[src/rtl/nfser_pkg.sv]
package nfser_pkg;
    typedef enum logic [1:0] {
        ST_IDLE = 2'd0,
        ST_CMD  = 2'd1,
        ST_DISP = 2'd2
    } frame_st_t;
endpackage

[src/rtl/nfser_tick.sv]
module nfser_tick #(
    parameter int DIV = 2
) (
    input  logic clk,
    input  logic rst_n,
    output logic tick
);
    localparam int CW = (DIV > 1) ? $clog2(DIV) : 1;

    logic [CW-1:0] cnt_q;

    assign tick = (cnt_q == CW'(DIV - 1));

    always_ff @(posedge clk or negedge rst_n) begin
        if (!rst_n)    cnt_q <= '0;
        else if (tick) cnt_q <= '0;
        else           cnt_q <= cnt_q + 1'b1;
    end
endmodule

[src/rtl/nfser_glitch.sv]
module nfser_glitch #(
    parameter logic RST_LVL = 1'b0
) (
    input  logic clk,
    input  logic rst_n,
    input  logic tick,
    input  logic raw,
    output logic lvl
);
    logic sync_q;
    logic samp_q;

    always_ff @(posedge clk or negedge rst_n) begin
        if (!rst_n) begin
            sync_q <= RST_LVL;
            samp_q <= RST_LVL;
            lvl    <= RST_LVL;
        end else begin
            sync_q <= raw;
            if (tick) begin
                samp_q <= sync_q;
                if (sync_q == samp_q) lvl <= sync_q;
            end
        end
    end

    // the accepted level moves only on a sample tick
    p_lvl_on_tick_r1: assert property (@(posedge clk) disable iff (!rst_n)
        (lvl != $past(lvl)) |-> $past(tick));
endmodule

[src/rtl/nfser_rx.sv]
module nfser_rx
    import nfser_pkg::*;
#(
    parameter int W = 8,
    parameter int SKIP = 2,
    parameter int OPC_W = 3,
    parameter logic [OPC_W-1:0] OPC = 3'b111
) (
    input  logic         clk,
    input  logic         rst_n,
    input  logic         cs_act,
    input  logic         rise,
    input  logic         sin_lvl,
    output logic [W-1:0] rx_byte,
    output logic         cmd_stb,
    output logic         dat_stb,
    output logic         disp_mode,
    output logic         bit_zero,
    output logic         skip_done
);
    localparam int BW = $clog2(W);
    localparam int SW = (SKIP > 0) ? $clog2(SKIP + 1) : 1;

    frame_st_t     state_q, state_d;
    logic [BW-1:0] bit_q;
    logic [SW-1:0] skip_q;
    logic [W-1:0]  sh_q;
    logic [W-1:0]  new_byte;
    logic          byte_done;

    assign new_byte  = {sh_q[W-2:0], sin_lvl};
    assign byte_done = cs_act && rise && (bit_q == BW'(W - 1));
    assign bit_zero  = (bit_q == '0);
    assign skip_done = (skip_q == SW'(SKIP));

    always_ff @(posedge clk or negedge rst_n) begin
        if (!rst_n) state_q <= ST_IDLE;
        else        state_q <= state_d;
    end

    always_comb begin
        state_d = state_q;
        unique case (state_q)
            ST_IDLE: if (cs_act) state_d = ST_CMD;
            ST_CMD: begin
                if (!cs_act) state_d = ST_IDLE;
                else if (byte_done && new_byte[W-1 -: OPC_W] == OPC) state_d = ST_DISP;
            end
            ST_DISP: if (!cs_act) state_d = ST_IDLE;
            default: state_d = ST_IDLE;
        endcase
    end

    always_comb begin
        disp_mode = (state_q == ST_DISP);
    end

    always_ff @(posedge clk or negedge rst_n) begin
        if (!rst_n) begin
            bit_q   <= '0;
            skip_q  <= '0;
            sh_q    <= '0;
            rx_byte <= '0;
            cmd_stb <= 1'b0;
            dat_stb <= 1'b0;
        end else begin
            cmd_stb <= byte_done && (state_q != ST_DISP);
            dat_stb <= byte_done && (state_q == ST_DISP);
            if (!cs_act) begin
                bit_q  <= '0;
                skip_q <= '0;
            end else if (rise) begin
                sh_q  <= new_byte;
                bit_q <= byte_done ? '0 : bit_q + 1'b1;
                if (byte_done) begin
                    rx_byte <= new_byte;
                    if (!skip_done) skip_q <= skip_q + 1'b1;
                end
            end
        end
    end

    // a byte is either a command or data, never both
    p_stb_excl_r3: assert property (@(posedge clk) disable iff (!rst_n)
        $onehot0({cmd_stb, dat_stb}));
    // data strobes only follow an established display state
    p_data_after_disp_r4: assert property (@(posedge clk) disable iff (!rst_n)
        dat_stb |-> $past(disp_mode));
    // an idle frame leaves no bit count and no display state
    p_idle_clears_r5: assert property (@(posedge clk) disable iff (!rst_n)
        !cs_act |=> (bit_zero && !disp_mode));
endmodule

[src/rtl/nfser_tx.sv]
module nfser_tx #(
    parameter int W = 8,
    parameter logic [W-1:0] FILL = '1
) (
    input  logic         clk,
    input  logic         rst_n,
    input  logic         cs_act,
    input  logic         fall,
    input  logic         bit_zero,
    input  logic         skip_done,
    input  logic [W-1:0] rd_byte,
    output logic         sout,
    output logic         sout_oe
);
    logic [W-1:0] tx_q;

    always_ff @(posedge clk or negedge rst_n) begin
        if (!rst_n)       tx_q <= FILL;
        else if (!cs_act) tx_q <= FILL;
        else if (fall) begin
            if (bit_zero) tx_q <= skip_done ? rd_byte : FILL;
            else          tx_q <= {tx_q[W-2:0], 1'b0};
        end
    end

    assign sout    = tx_q[W-1];
    assign sout_oe = cs_act;

    // the output bit holds between accepted falling edges
    p_sout_hold_r7: assert property (@(posedge clk) disable iff (!rst_n)
        (cs_act && $past(cs_act) && !$past(fall)) |-> $stable(sout));
endmodule

[src/rtl/nfser_slave.sv]
module nfser_slave #(
    parameter int W = 8,
    parameter int DIV = 2,
    parameter int SKIP = 2,
    parameter int OPC_W = 3,
    parameter logic [OPC_W-1:0] OPC = 3'b111,
    parameter logic [W-1:0] FILL = '1
) (
    input  logic         clk,
    input  logic         rst_n,
    input  logic         cs_n,
    input  logic         sclk,
    input  logic         sin,
    input  logic [W-1:0] rd_byte,
    output logic         sout,
    output logic         sout_oe,
    output logic [W-1:0] rx_byte,
    output logic         cmd_stb,
    output logic         dat_stb,
    output logic         disp_mode
);
    logic tick, sclk_lvl, sin_lvl, sclk_d, cs_q;
    logic cs_act, rise, fall, bit_zero, skip_done;

    always_ff @(posedge clk or negedge rst_n) begin
        if (!rst_n) begin
            cs_q   <= 1'b1;
            sclk_d <= 1'b1;
        end else begin
            cs_q   <= cs_n;
            sclk_d <= sclk_lvl;
        end
    end

    assign cs_act = !cs_q;
    assign rise   = sclk_lvl && !sclk_d;
    assign fall   = !sclk_lvl && sclk_d;

    nfser_tick #(.DIV(DIV)) u_tick (.clk(clk), .rst_n(rst_n), .tick(tick));

    nfser_glitch #(.RST_LVL(1'b1)) u_flt_sclk (
        .clk(clk), .rst_n(rst_n), .tick(tick), .raw(sclk), .lvl(sclk_lvl));

    nfser_glitch #(.RST_LVL(1'b0)) u_flt_sin (
        .clk(clk), .rst_n(rst_n), .tick(tick), .raw(sin), .lvl(sin_lvl));

    nfser_rx #(.W(W), .SKIP(SKIP), .OPC_W(OPC_W), .OPC(OPC)) u_rx (
        .clk(clk), .rst_n(rst_n), .cs_act(cs_act), .rise(rise), .sin_lvl(sin_lvl),
        .rx_byte(rx_byte), .cmd_stb(cmd_stb), .dat_stb(dat_stb),
        .disp_mode(disp_mode), .bit_zero(bit_zero), .skip_done(skip_done));

    nfser_tx #(.W(W), .FILL(FILL)) u_tx (
        .clk(clk), .rst_n(rst_n), .cs_act(cs_act), .fall(fall),
        .bit_zero(bit_zero), .skip_done(skip_done), .rd_byte(rd_byte),
        .sout(sout), .sout_oe(sout_oe));

    // output enable drops one clock after chip select rises
    p_oe_off_r6: assert property (@(posedge clk) disable iff (!rst_n)
        $rose(cs_n) |=> !sout_oe);
endmodule

[config.mk]
export PLATFORM = sky130hd
export DESIGN_NAME = nfser_slave
export DESIGN_NICKNAME = d
export VERILOG_FILES = /design/src/rtl/nfser_pkg.sv /design/src/rtl/nfser_tick.sv /design/src/rtl/nfser_glitch.sv /design/src/rtl/nfser_rx.sv /design/src/rtl/nfser_tx.sv /design/src/rtl/nfser_slave.sv
export SDC_FILE = /design/constraint.sdc
export NUM_CORES = 1
export LEC_CHECK = 0
export ABC_AREA = 0
export BUFFER_PORTS_ARGS = -buffer_cell sky130_fd_sc_hd__buf_2
export CORE_ASPECT_RATIO = 2
export CORE_MARGIN = 2
export CORE_UTILIZATION = 35
export CTS_CLUSTER_DIAMETER = 30
export CTS_CLUSTER_SIZE = 30
export DETAILED_ROUTE_END_ITERATION = 7
export GPL_TIMING_DRIVEN = 0
export SYNTH_ARGS = -nofsm -noshare
export SYNTH_HDL_FRONTEND = slang
export SYNTH_SLANG_ARGS = --single-unit
[constraint.sdc]
create_clock -name clk -period 2.7 [get_ports clk]
set_input_delay 0.54 -clock clk [delete_from_list [all_inputs] [get_ports clk]]
set_output_delay 0.54 -clock clk [all_outputs]
set_load 0.01 [all_outputs]
==> impl_metrics.py, run 1 <==
metrics = {
    "outcome": {
        "status": "finished, final reports clean",
    },
    "cells_and_area": {
        "final_net_count": 191,
        "diodes": 0,
        "syn2layout_area_growth_pct": 16.9,
        "drive_gt1_share_pct": 38.3,
    },
    "detailed_routing": {
        "ant_nets": 0,
        "via_per_inst": 5.12,
        "drtPass1Iterations": 4,
        "vias": 1187,
        "routedWlPerCell_um": 14.4,
        "drtIter0Drc": 24,
        "wirelength_mm": 3.34,
        "drcViolationCount": 0,
    },
    "logic_synthesis": {
        "async_flop_share_pct": 100,
        "avgSynthCellArea_um2": 12.7,
        "ys_seq_area_share_pct": 58.0,
        "post_synth_num_cell_types": 26,
        "synth_fa_ha_area_share_pct": 2.79,
        "synth_xor_area_share_pct": 0.487,
        "ys_ff_latch": 41,
        "synth_enable_flop_cells": 0,
        "synth_compound_area_share_pct": 10.4,
        "synth_simple_gate_area_share_pct": 12.7,
        "yosysWarnings": 0,
        "syn-cell-area_um2": 1800,
        "synthMuxAreaShare_pct": 11.8,
        "synth_nets": 159,
        "synth_ff_type": "dfrtp_1",
        "synthCells": 142,
        "synth_top_family_by_area": "simple AND/OR/NAND/NOR gates",
    },
    "power_and_ir_drop": {
        "p_seq_share_pct": 55.1,
        "swShare_pct": 23.4,
        "intPower_mw": 1.04,
        "clock_power_share_pct": 35.1,
        "p_sw_mw": 0.317,
        "peakVddDrop_v": 0.000507,
        "leakage_nw": 0.978,
        "pwr-share-comb_pct": 9.8,
        "power_density_nw_per_um2": 646,
    },
    "sta": {
        "post-route-period-util_pct": 78.2,
        "hold_viol_final": 0,
        "max-slew-margin-rel_pct": 42.0,
        "clock-skew-final_ns": 0.00366,
        "fmax_mhz": 474,
        "drv_slew": 0,
        "rsz0062_at_grt": "no",
        "period_needed_ns": 2.11,
        "fin_ws_ns": 0.588,
        "worst_pin_slew_ns": 0.870,
        "setup_tns_ns": 0,
        "setup_viol": 0,
    },
    "clock_tree": {
        "cts_buffers": 5,
        "cts.path.max_buffers": 2,
        "clk_pin_slew_ns": 0.07,
        "cts_setup_buffers": 0,
        "cts.sinks": 41,
        "cts_resized": 0,
        "cts_max_level": 2,
        "ctsHoldBuffers": 0,
        "cts_root_buf": "clkbuf_8",
        "cts_tree": "yes",
        "worstSkewPairLatency_ns": 0.29,
    },
    "floorplanning": {
        "initial_core_util_pct": 36.6,
        "io_pins": 26,
        "coreArea_um2": 4910,
        "die_w_um": 54.7,
        "dieArea_um2": 5760,
        "placementRows": 36,
        "die_h_um": 105,
    },
    "flow_run": {
        "maxCapViolations": 0,
    },
    "global_route": {
        "grt_pass1_wl_mm": 5.52,
        "antenna_found_initial": 0,
        "grt_overflow_total": 0,
        "grt_max_degree": 42,
        "grt_pass1_vias": 1250,
        "grtUsageTotal_pct": 13.0,
    },
    "placed_design": {
        "hpwl_mm": 2.42,
        "place_congestion": 0.764,
        "port_buffers": 25,
        "post-place-ws_ns": 0.882,
    },
    "critical_path": {
        "worstPathMaxFanout": 10,
        "critical_path_arrival_ns": 1.57,
        "worstSetupStartpointType": "flop",
        "cp.required_ns": 2.16,
        "end_kind": "output port",
        "critPathKind": "flop to output port",
    },
    "hold_path": {
        "hold_path_class": "input port to flop",
    },
}
-- path summary, 6_finish.rpt --
path,cells past startpoint,endpoint,startpoint,slack (ns)
setup / recovery,4,sout_oe,cs_q,0.59
hold / removal,1,cs_q,cs_n,0.34
hold reg to reg,0,sclk_d,u_flt_sclk.lvl,0.43
min in group asynchronous,1,u_rx.bit_q[2],rst_n,0.37
max in group asynchronous,1,u_rx.state_q[1],rst_n,1.80
setup reg to reg,5,u_tx.tx_q[0],u_rx.bit_q[0],0.99
-- worst max-delay path: stages (launching register included) --
cell and delay [ns]:
dfstp_2 0.54, buf_6 0.14, clkbuf_1 0.38, inv_1 0.07
buf_2 0.15
-- placed cells by master (no fill, tap or decap) --
master,n
bufinv_16,1
mux2i_1,2
nor3_1,1
mux2_4,6
nand3b_1,2
clkbuf_1,2
dfrtp_1,28
clkinv_2,1
clkbuf_8,5
and4bb_2,1
nand4bb_1,4
mux2_2,9
o21ai_0,22
dfstp_2,13
nand2b_1,3
ha_1,4
xnor2_1,1
a21oi_1,12
buf_2,26
nor2_1,7
inv_1,10
nor2_4,1
nor2b_1,2
nand4_1,1
o32ai_2,1
buf_6,2
nand2_1,4
nand4bb_4,1
or4bb_1,3
-- synth_stat cells (2+ instances only) --
| cell | number | area [um^2] |
|---|---|---|
| a21oi_1 | 12 | 60.1 |
| buf_6 | 2 | 22.5 |
| dfrtp_1 | 28 | 701 |
| dfstp_2 | 13 | 342 |
| ha_1 | 4 | 50.1 |
| inv_1 | 10 | 37.5 |
| mux2_2 | 9 | 101 |
| mux2_4 | 6 | 90.1 |
| mux2i_1 | 2 | 20.0 |
| nand2_1 | 4 | 15.0 |
| nand2b_1 | 3 | 18.8 |
| nand3b_1 | 2 | 15.0 |
| nand4bb_1 | 4 | 45.0 |
| nor2_1 | 7 | 26.3 |
| nor2b_1 | 2 | 12.5 |
| o21ai_0 | 22 | 110 |
| or4bb_1 | 3 | 33.8 |
-- stage by stage --
stage | std cells | hold WS, ns | total power, mW | util [%] | cell area, um^2
floorplan | 142 | 0.244 | 0.839 | - | 1800
global placement | 224 | 0.418 | 0.888 | 40.6 | 1990
detailed placement | 224 | 0.424 | 0.896 | 40.6 | 1990
CTS | 232 | 0.334 | 1.38 | 42.8 | 2100
global route | 232 | 0.325 | 1.43 | 42.8 | 2100
finish | 232 | 0.343 | 1.36 | 42.8 | 2100
-- registers in the layout, indices dropped and copies added, names as in the netlist --
signal             cells
u_rx.cmd_stb           1
u_tick.tick            1
u_flt_sin.samp_q       1
u_rx.dat_stb           1
u_flt_sin.lvl          1
sclk_d                 1
u_rx.sh_q              7
u_rx.skip_q            2
u_flt_sclk.lvl         1
u_flt_sin.sync_q       1
cs_q                   1
u_rx.state_q           2
u_tx.tx_q              8
u_flt_sclk.sync_q      1
u_rx.rx_byte           8
u_flt_sclk.samp_q      1
u_rx.bit_q             3
-- power groups by stage --
stage | combinational [mW] | sequential [mW] | clock, mW
2_1_floorplan | 0.0961 | 0.743 | 0
3_3_place_gp | 0.130 | 0.758 | 0
3_5_place_dp | 0.137 | 0.760 | 0
4_1_cts | 0.137 | 0.748 | 0.494
5_1_grt | 0.150 | 0.756 | 0.523
6_report | 0.134 | 0.748 | 0.476
-- cells by family (layout without fill, tap and decap cells) --
group                    after synthesis  count (layout)
AO/OA/AOI/OAI                         35              35
XOR/XNOR                               1               1
adder cells (fa/ha/maj)                4               4
buffers and inverters                 14              47
flip-flops                            41              41
multiplexers                          17              17
AND/OR/NAND/NOR                       30              30
-- per-layer routing --
metal,part of all wire [%],global-route usage (%),wire length [um],up-vias
met3,4.6,3.97,153,6
li1,-,-,-,558
met2,56,23.0,1860,27
met1,38,13.2,1250,596
met5,0,0,0,-
met4,1.9,5.36,65,0
-- final cells by class --
type	count	area, um^2
Fill cell	464	2810
Inverter	10	37.5
Multi-Input combinational cell	87	686
Clock inverter	2	35.0
Timing Repair Buffer	25	125
Sequential cell	41	1040
Buffer	4	31.3
Clock buffer	6	72.6
Tap cell	57	71.3
Power figures use the tool's default switching activity.
==> run 2: changes to the inputs <==
--- a/config.mk
+++ b/config.mk
@@ -5,7 +5,7 @@
 export SDC_FILE = /design/constraint.sdc
 export NUM_CORES = 1
 export LEC_CHECK = 0
-export ABC_AREA = 0
+export ABC_AREA = 1
 export BUFFER_PORTS_ARGS = -buffer_cell sky130_fd_sc_hd__buf_2
 export CORE_ASPECT_RATIO = 2
 export CORE_MARGIN = 2
==> constraint.sdc (replaced) <==
create_clock -name clk -period 2.2 [get_ports clk]
set_input_delay 0.44 -clock clk [delete_from_list [all_inputs] [get_ports clk]]
set_output_delay 0.44 -clock clk [all_outputs]
set_load 0.01 [all_outputs]
==> run 2 against run 1 <==
- register-to-register slack worse by 0.20 ns
- core utilization down 0.051 points
- worst setup slack better by 0.034 ns
- synthesized area about the same
- sequential share of layout area up 0.059 points
- critical path type unchanged
- highest routed layer unchanged
==> impl_metrics.py, run 2 <==
metrics = {
    "cells_and_area": {
        "diodes": 0,
        "drive_gt1_share_pct": 22.1,
        "finalInstanceArea_um2": 2100,
        "layout_common_cells": "nand2_1, inv_1, buf_2, dfrtp_1",
        "mostFrequentLayoutCell": "nand2_1",
        "reg.largest.list": "u_rx.rx_byte x8, u_tx.tx_q x8, u_rx.sh_q x7",
        "final_net_count": 256,
        "syn2layout_area_growth_pct": 16.9,
    },
    "clock_tree": {
        "cts_max_level": 2,
        "cts_buffers": 5,
        "cts.sinks": 41,
        "cts_setup_buffers": 0,
        "cts_root_buf": "clkbuf_8",
        "cts.path.max_buffers": 2,
        "cts_tree": "yes",
        "cts_resized": 0,
        "worstSkewPairLatency_ns": 0.30,
        "clk_pin_slew_ns": 0.07,
        "ctsHoldBuffers": 0,
    },
    "power_and_ir_drop": {
        "pwr-share-comb_pct": 12.9,
        "leakage_nw": 1.10,
        "clock_power_share_pct": 34.6,
        "intPower_mw": 1.26,
        "p_sw_mw": 0.448,
        "power_density_nw_per_um2": 814,
        "swShare_pct": 26.2,
        "p_seq_share_pct": 52.5,
        "peakVddDrop_v": 0.000536,
        "p_total_mw": 1.71,
    },
    "hold_path": {
        "min_to": "cs_q",
        "whs_path_depth": 1,
        "min_from": "cs_n",
        "hold_path_class": "input port to flop",
    },
    "sta": {
        "rsz0062_at_grt": "no",
        "setup_tns_ns": 0,
        "worst_pin_slew_ns": 0.895,
        "drv_slew": 0,
        "clock-skew-final_ns": 0.00555,
        "setup_viol": 0,
        "fin_ws_ns": 0.622,
        "post-route-period-util_pct": 71.7,
        "period_needed_ns": 1.58,
        "hold_viol_final": 0,
        "fmax_mhz": 634,
        "max-slew-margin-rel_pct": 40.3,
    },
    "critical_path": {
        "end_kind": "output port",
        "critPathBufInv": 2,
        "rrSetupSlack_ns": 0.79,
        "critPathSlowestCell": "dfstp_2",
        "critPathLaunch": "cs_q",
        "critPathMaxStageDelay_ns": 0.53,
        "critical_path_arrival_ns": 1.14,
        "critPathKind": "flop to output port",
        "cp.required_ns": 1.76,
        "worstSetupStartpointType": "flop",
        "reg2reg_from": "u_rx.skip_q[0]",
        "worstRegToRegCells": 8,
        "r2r-end": "u_rx.skip_q[1]",
        "worstPathMaxFanout": 7,
        "crit_family": "flip-flops",
        "cp_cell_sequence": "inv_1 > buf_2",
    },
    "logic_synthesis": {
        "avgSynthCellArea_um2": 8.67,
        "synth_nets": 224,
        "synth_commonest_cells": "nand2_1, inv_1, dfrtp_1",
        "synth_top_area_share_pct": 39.0,
        "synth_ff_type": "dfrtp_1",
        "post_synth_num_cell_types": 20,
        "synthCells": 207,
        "synth_enable_flop_cells": 0,
        "synth_top_cell_by_area": "dfrtp_1",
        "ys_ff_latch": 41,
        "ys_seq_area_share_pct": 58.0,
        "async_flop_share_pct": 100,
        "synth_area_leaders": "dfrtp_1, dfstp_2, nand2_1",
        "yosysMostFrequentCell": "nand2_1",
        "syn-cell-area_um2": 1800,
        "yosysWarnings": 0,
    },
    "floorplanning": {
        "coreArea_um2": 4910,
        "initial_core_util_pct": 36.6,
        "dieArea_um2": 5750,
        "die_w_um": 54.6,
        "die_h_um": 105,
        "io_pins": 26,
        "placementRows": 36,
    },
    "detailed_routing": {
        "drtIter0Drc": 21,
        "drtPass1Iterations": 6,
        "via_per_inst": 4.60,
        "vias": 1366,
        "routedWlPerCell_um": 11.4,
        "wirelength_mm": 3.39,
        "drcViolationCount": 0,
        "ant_nets": 0,
    },
    "global_route": {
        "grt_pass1_wl_mm": 5.99,
        "grt_max_degree": 42,
        "grtUsageTotal_pct": 14.5,
        "grt_pass1_vias": 1387,
        "antenna_found_initial": 0,
        "grt_overflow_total": 0,
    },
    "placed_design": {
        "hpwl_mm": 2.53,
        "post-place-ws_ns": 0.786,
        "place_congestion": 0.740,
        "port_buffers": 25,
        "placed_area_um2": 1990,
    },
    "flow_run": {
        "maxCapViolations": 0,
    },
    "outcome": {
        "status": "finished, final reports clean",
    },
}
## run 2: kinds of logic (layout without fill, tap and decap cells)
logic type / Yosys count / in the layout / share of synthesized area (%)
AO/OA/AOI/OAI: 34 / 34 / 9.76
buffers and inverters: 37 / 70 / 8.36
adder cells (fa/ha/maj): 4 / 4 / 2.79
AND/OR/NAND/NOR: 91 / 91 / 21.0
flip-flops: 41 / 41 / 58.0
## run 2: routing by layer
| metal | part of all wire [%] | wire length, um | global-route usage [%] | up-vias |
|---|---|---|---|---|
| li1 | - | - | - | 703 |
| met4 | 2.8 | 95 | 7.50 | 0 |
| met5 | 0 | 0 | 0 | - |
| met1 | 38 | 1300 | 14.7 | 639 |
| met3 | 3.9 | 133 | 4.25 | 7 |
| met2 | 55 | 1860 | 25.0 | 17 |
## run 2: layout make-up
| type | instances | area [um^2] |
|---|---|---|
| multi-input cells | 129 | 603 |
| inverters | 33 | 124 |
| flip-flops and latches | 41 | 1040 |
| fillers | 509 | 2810 |
| well taps | 57 | 71.3 |
| clock inverters | 2 | 33.8 |
| clock buffers | 6 | 72.6 |
| plain buffers | 4 | 26.3 |
| repair buffers | 25 | 125 |
## run 2: worst max path at each step
stage                      end  slack (ns)  cells past startpoint
2_1_floorplan  u_rx.rx_byte[0]        0.99                      5
3_3_place_gp    u_rx.skip_q[1]        0.83                      8
3_5_place_dp    u_rx.skip_q[1]        0.79                      8
4_1_cts                sout_oe        0.60                      2
5_1_grt                sout_oe        0.57                      2
6_report               sout_oe        0.62                      2
## run 2: power by group through the flow
stage          Sequential (mW)  Clock, mW  Combinational (mW)
6_report                 0.897      0.591               0.221
5_1_grt                  0.908      0.634               0.268
4_1_cts                  0.897      0.606               0.227
3_5_place_dp             0.911          0               0.225
3_3_place_gp             0.907          0               0.223
2_1_floorplan            0.899          0               0.158
## run 2: stage by stage
stage	utilization, %	hold slack, ns	cells
finish	42.7	0.232	297
global route	42.7	0.225	297
CTS	42.7	0.229	297
detailed placement	40.6	0.380	289
global placement	40.6	0.377	289
floorplan	-	0.144	207
